## src/rtl/irqmux_pkg.sv

```systemverilog
package irqmux_pkg;

  // Width of the channel index carried in the strobe bundle
  localparam int CHAN_IDX_W = 6;

  // Window layout: 0x40 bytes per channel
  localparam int WIN_SHIFT = 6;
  localparam logic [WIN_SHIFT-1:0] ENABLE_OFS  = 6'h10;
  localparam logic [WIN_SHIFT-1:0] PENDING_OFS = 6'h20;

  typedef struct packed {
    logic                  enWr;    // load the selected enable register
    logic                  enRd;    // return the selected enable register
    logic                  pendRd;  // return the selected pending word
    logic [CHAN_IDX_W-1:0] chan;    // selected channel
  } regStrobe_t;

endpackage

```

## src/rtl/irqmux_sync.sv

```systemverilog
module irqmux_sync #(
  parameter int WIDTH  = 32,
  parameter int STAGES = 2
) (
  input  logic             clk,
  input  logic             rstN,
  input  logic [WIDTH-1:0] asyncIn,
  output logic [WIDTH-1:0] syncOut
);

  logic [WIDTH-1:0] stageQ [STAGES];

  generate
    for (genvar s = 0; s < STAGES; s++) begin : gStage
      if (s == 0) begin : gFirst
        always_ff @(posedge clk or negedge rstN) begin
          if (!rstN) stageQ[s] <= '0;
          else       stageQ[s] <= asyncIn;
        end
      end else begin : gNext
        always_ff @(posedge clk or negedge rstN) begin
          if (!rstN) stageQ[s] <= '0;
          else       stageQ[s] <= stageQ[s-1];
        end
      end
    end
  endgenerate

  assign syncOut = stageQ[STAGES-1];

endmodule

```

## src/rtl/irqmux_ctrl.sv

```systemverilog
module irqmux_ctrl
  import irqmux_pkg::*;
#(
  parameter int NUM_CHAN = 8,
  parameter int ADDR_W   = 12
) (
  input  logic              regWrEn,
  input  logic [ADDR_W-1:0] regAddr,
  output regStrobe_t        strobe
);

  localparam int FIELD_W = ADDR_W - WIN_SHIFT;

  logic [FIELD_W-1:0]   chanField;
  logic [WIN_SHIFT-1:0] winOfs;
  logic                 chanValid;
  logic                 hitEnable;
  logic                 hitPending;

  assign chanField  = regAddr[ADDR_W-1:WIN_SHIFT];
  assign winOfs     = regAddr[WIN_SHIFT-1:0];
  assign chanValid  = int'(chanField) < NUM_CHAN;
  assign hitEnable  = chanValid && (winOfs == ENABLE_OFS);
  assign hitPending = chanValid && (winOfs == PENDING_OFS);

  always_comb begin
    strobe        = '0;
    strobe.enWr   = regWrEn && hitEnable;
    strobe.enRd   = hitEnable;
    strobe.pendRd = hitPending;
    strobe.chan   = CHAN_IDX_W'(chanField);
  end

endmodule

```

## src/rtl/irqmux_datapath.sv

```systemverilog
module irqmux_datapath
  import irqmux_pkg::*;
#(
  parameter int NUM_CHAN = 8,
  parameter int NUM_SRC  = 32,
  parameter int DATA_W   = 32
) (
  input  logic                         clk,
  input  logic                         rstN,
  input  regStrobe_t                   strobe,
  input  logic [DATA_W-1:0]            regWrData,
  input  logic [NUM_SRC-1:0]           srcSync,
  output logic [DATA_W-1:0]            regRdData,
  output logic [NUM_CHAN-1:0]          chanIrq,
  output logic [NUM_CHAN*NUM_SRC-1:0]  enFlat
);

  logic [NUM_SRC-1:0] enReg   [NUM_CHAN];
  logic [NUM_SRC-1:0] pendVec [NUM_CHAN];
  logic [NUM_CHAN-1:0] irqQ;

  generate
    for (genvar c = 0; c < NUM_CHAN; c++) begin : gChan
      logic selMe;
      assign selMe = (strobe.chan == CHAN_IDX_W'(c));

      always_ff @(posedge clk or negedge rstN) begin
        if (!rstN)                    enReg[c] <= '0;
        else if (strobe.enWr && selMe) enReg[c] <= regWrData[NUM_SRC-1:0];
      end

      assign pendVec[c] = srcSync & enReg[c];

      always_ff @(posedge clk or negedge rstN) begin
        if (!rstN) irqQ[c] <= 1'b0;
        else       irqQ[c] <= |pendVec[c];
      end

      assign enFlat[c*NUM_SRC +: NUM_SRC] = enReg[c];
    end
  endgenerate

  always_comb begin
    regRdData = '0;
    for (int c = 0; c < NUM_CHAN; c++) begin
      if (strobe.chan == CHAN_IDX_W'(c)) begin
        if (strobe.enRd)   regRdData = DATA_W'(enReg[c]);
        if (strobe.pendRd) regRdData = DATA_W'(pendVec[c]);
      end
    end
  end

  assign chanIrq = irqQ;

endmodule

```

## src/rtl/irq_fanout_mux.sv

```systemverilog
module irq_fanout_mux
  import irqmux_pkg::*;
#(
  parameter int NUM_CHAN    = 8,
  parameter int NUM_SRC     = 32,
  parameter int ADDR_W      = 12,
  parameter int DATA_W      = 32,
  parameter int SYNC_STAGES = 2
) (
  input  logic                clk,
  input  logic                rstN,
  input  logic [NUM_SRC-1:0]  srcIrq,
  input  logic [ADDR_W-1:0]   regAddr,
  input  logic                regWrEn,
  input  logic [DATA_W-1:0]   regWrData,
  output logic [DATA_W-1:0]   regRdData,
  output logic [NUM_CHAN-1:0] chanIrq
);

  regStrobe_t                  strobe;
  logic [NUM_SRC-1:0]          srcSync;
  logic [NUM_CHAN*NUM_SRC-1:0] enFlat;

  irqmux_sync #(.WIDTH(NUM_SRC), .STAGES(SYNC_STAGES)) uSync (
    .clk     (clk),
    .rstN    (rstN),
    .asyncIn (srcIrq),
    .syncOut (srcSync)
  );

  irqmux_ctrl #(.NUM_CHAN(NUM_CHAN), .ADDR_W(ADDR_W)) uCtrl (
    .regWrEn (regWrEn),
    .regAddr (regAddr),
    .strobe  (strobe)
  );

  irqmux_datapath #(.NUM_CHAN(NUM_CHAN), .NUM_SRC(NUM_SRC), .DATA_W(DATA_W)) uData (
    .clk       (clk),
    .rstN      (rstN),
    .strobe    (strobe),
    .regWrData (regWrData),
    .srcSync   (srcSync),
    .regRdData (regRdData),
    .chanIrq   (chanIrq),
    .enFlat    (enFlat)
  );

endmodule

```

## config.mk

```make
export PLATFORM = sky130hd
export DESIGN_NAME = irq_fanout_mux
export DESIGN_NICKNAME = d
export VERILOG_FILES = /design/src/rtl/irqmux_pkg.sv /design/src/rtl/irqmux_sync.sv /design/src/rtl/irqmux_ctrl.sv /design/src/rtl/irqmux_datapath.sv /design/src/rtl/irq_fanout_mux.sv
export SDC_FILE = /design/constraint.sdc
export NUM_CORES = 1
export LEC_CHECK = 0
export BUFFER_PORTS_ARGS = -buffer_cell sky130_fd_sc_hd__buf_2
export CORE_UTILIZATION = 55
export DETAILED_ROUTE_END_ITERATION = 12
export PLACE_DENSITY = 0.77
export SYNTH_ARGS = -nofsm -noshare
export SYNTH_HDL_FRONTEND = slang
export SYNTH_SLANG_ARGS = --single-unit
```

## constraint.sdc

```tcl
create_clock -name clk -period 2.4 [get_ports clk]
set_input_delay 0.48 -clock clk [delete_from_list [all_inputs] [get_ports clk]]
set_output_delay 0.48 -clock clk [all_outputs]
set_load 0.005 [all_outputs]
```

==> impl_metrics.csv <==
group,metric,value,unit
status,outcome,"complete, but fails checks",
status,violations,"setup timing",
global_route,grt_util_all_layers,42.7,%
clock_tree,root_buffer,"clkbuf_16",
setup_path,path_class,"input pin to output pin",
placement,portBuffers,118,
timing,min_period,2.90,ns
floorplan,core,0.0291,mm^2
clock_tree,clock_latency,0.55,ns
logic_synthesis,seq_area_frac_synth,49.9,%
logic_synthesis,syn_area,0.0165,mm^2
min_path,hold_path_class,"input pin to flip-flop",
setup_path,crit_family,"simple AND/OR/NAND/NOR gates",
logic_synthesis,async_reset_ff_share,100,%
finish,mostFrequentLayoutCells,"dfrtp_1, mux2_2, buf_4",
setup_path,startpoint,"regAddr[9]",
finish,drive_gt1_share,44.3,%
finish,final_util,71.2,%
power,p_leak,0.00961,uW
setup_path,worst_r2r_path_depth,4,
setup_path,path_common_cell,"buf_6",
timing,hold_viol_final,0,
finish,layoutNonFillerInstCount,2003,
setup_path,cp-start-kind,"input pin",
logic_synthesis,ys_types,74,
timing,fmax,0.345,GHz
route,drt_iter0_markers,1864,
global_route,grt_pass1_wl,94900,um
placement,place_congestion,1.04,
timing,period_share,121,%
logic_synthesis,synth-seq-cells,328,
timing,relSlewSlack,54.8,%
floorplan,die_w,175,um
route,num_vias,14215,
route,wl_per_cell,32.5,um
power,worst_ir_drop_vdd,0.746,mV
logic_synthesis,synth_warnings,0,
logic_synthesis,synthCells,1353,
setup_path,r2r-end,"uData.chanIrq[4]",
placement,hpwl,46200,um
floorplan,die_y,175,um
clock_tree,numCtsBuffers,37,
setup_path,worstSetupEndpointType,"output pin",
logic_synthesis,avgSynthCellArea,12.2,um^2
logic_synthesis,ys.flop_type,"dfrtp_1",
power,powerDensity,576,mW/mm^2
setup_path,ff2ff_setup_slack,0.18,ns
clock_tree,clk_path_buf_depth,3,
setup_path,r2r_start,"uSync.syncOut[10]",
finish,fin_nets,1671,
setup_path,cp_slowest_cell,"or4_4",
global_route,overflow,0,
clock_tree,clock_sinks,328,
setup_path,worstPathRequired,1.92,ns
logic_synthesis,synth_edf_count,0,
clock_tree,h-tree-depth,2,
finish,area_delta_synth_final,25.9,%
floorplan,rows,62,
clock_tree,clkTransAtPathRegs,0.06,ns
setup_path,path_cells,"buf_6, buf_6, or4_4, nor2_4, buf_6, mux2_4, a211oi_2, o41ai_2, buf_2",
timing,setup_viol,32,
clock_tree,cts_tree,"yes",
setup_path,critical_path.endpoint,"regRdData[14]",
min_path,whs_path_depth,1,
placement,placed_area,0.0186,mm^2
setup_path,path_max_fanout,4,
timing,finClkSkew,0.0239,ns
flow_run,maxCapViolations,0,
finish,fin_area,0.0207,mm^2
global_route,grt_max_degree,73,
floorplan,initial_utilization,56.6,%
floorplan,die_area,0.0306,mm^2
finish,mostFrequentLayoutCell,"dfrtp_1",
setup_path,cp.buffers_inverters,4,
route,dr.pass1.iters,6,
timing,report.final.slew_viol_count,0,
power,power.total,11900,uW
timing,rsz0062_at_grt,"true",
timing,tightest_slew,0.679,ns
setup_path,cpPeakStageDelay,0.58,ns
timing,timing.final.ws_setup,-0.502,ns
route,drt-vias-per-instance,7.10,
setup_path,cp.depth,9,
global_route,grt_pass1_vias,14056,
placement,dp_cells,1915,
finish,antenna-diode-count,0,
route,drt-total-wl,65100,um
route,ant_nets,0,
route,drt_drc_violations_left,0,
global_route,antenna_found_initial,1,
timing,hold_slack,0.0418,ns
floorplan,num_io_pins,119,
logic_synthesis,synth.net_count,1432,
setup_path,arrival,2.42,ns
## power breakdown
part / total, uW / internal, uW / switching (uW)
combinational: 692 / 239 / 452
sequential: 5700 / 5590 / 113
clock: 5540 / 3160 / 2380
total: 11900 / 8990 / 2940
## sequential cells by signal, summed over array words and instances, names as in the netlist
register       cells
uData.chanIrq      8
uData.enFlat     256
uSync.stageQ      32
uSync.syncOut     32
## synth_stat cells (18+ instances only)
master / count / area [um^2]
dfrtp_1: 328 / 8210
mux2_2: 211 / 2380
a22oi_1: 134 / 1010
nor2_1: 62 / 233
a21oi_1: 57 / 285
clkbuf_1: 48 / 180
nand2_1: 46 / 173
mux2_4: 30 / 450
nand3_1: 28 / 140
buf_2: 27 / 135
o21ai_0: 27 / 135
mux2i_1: 25 / 250
a21o_1: 24 / 180
o211ai_1: 21 / 158
nand4_1: 20 / 125
a211oi_1: 19 / 143
a221oi_1: 19 / 166
mux2_1: 19 / 214
a22o_1: 18 / 158
o31ai_1: 18 / 135
## worst min path at each step
stage	from	endpoint	slack, ns
2_1_floorplan	rstN	uData.chanIrq[0]	0.18
3_3_place_gp	uSync.stageQ[51]	uSync.syncOut[19]	0.33
3_5_place_dp	uSync.stageQ[47]	uSync.syncOut[15]	0.33
4_1_cts	srcIrq[1]	uSync.stageQ[33]	0.03
5_1_grt	srcIrq[1]	uSync.stageQ[33]	0.03
6_report	srcIrq[1]	uSync.stageQ[33]	0.04
## what timing repair did
| action | CTS | global route |
|---|---|---|
| hold buffers | 1 | 0 |
| gates cloned | 1 | 3 |
| setup buffers | 14 | 9 |
| endpoints found under the setup margin | 32 | 32 |
| endpoints found under the hold margin | 48 | 0 |
| resized for setup | 84 | 51 |
| pin swaps | 43 | 32 |
## through the flow
step,TNS (ns),setup slack (ns)
finish,-13.56,-0.502
global route,-14.68,-0.542
CTS,-13.48,-0.477
detailed placement,-119.47,-0.740
global placement,-111.75,-0.723
floorplan,-0.113,-0.0630
## layer usage
metal	part of all wire (%)	global-route usage, %
met5	0.014	0
met2	44	63.6
met3	11	9.99
met4	6.3	22.0
met1	39	58.4
## cells by family (layout without fill, tap and decap cells)
| family | count (synthesis) | in the layout | share of synthesized area, % |
|---|---|---|---|
| buffers and inverters | 112 | 378 | 3.88 |
| XOR/XNOR | 1 | 1 | 0.0532 |
| multiplexers | 288 | 288 | 20.4 |
| AND/OR/NAND/NOR | 228 | 228 | 8.00 |
| AO/OA/AOI/OAI | 396 | 396 | 17.8 |
| flip-flops | 328 | 328 | 49.9 |
## layout make-up
type	count	area, um^2
Timing Repair Buffer	309	2770
Fill cell	2060	8380
Tap cell	384	480
Clock inverter	14	143
Sequential cell	328	8210
Clock buffer	52	1030
Inverter	3	11.3
Multi-Input combinational cell	913	8070
Power figures use the tool's default switching activity.
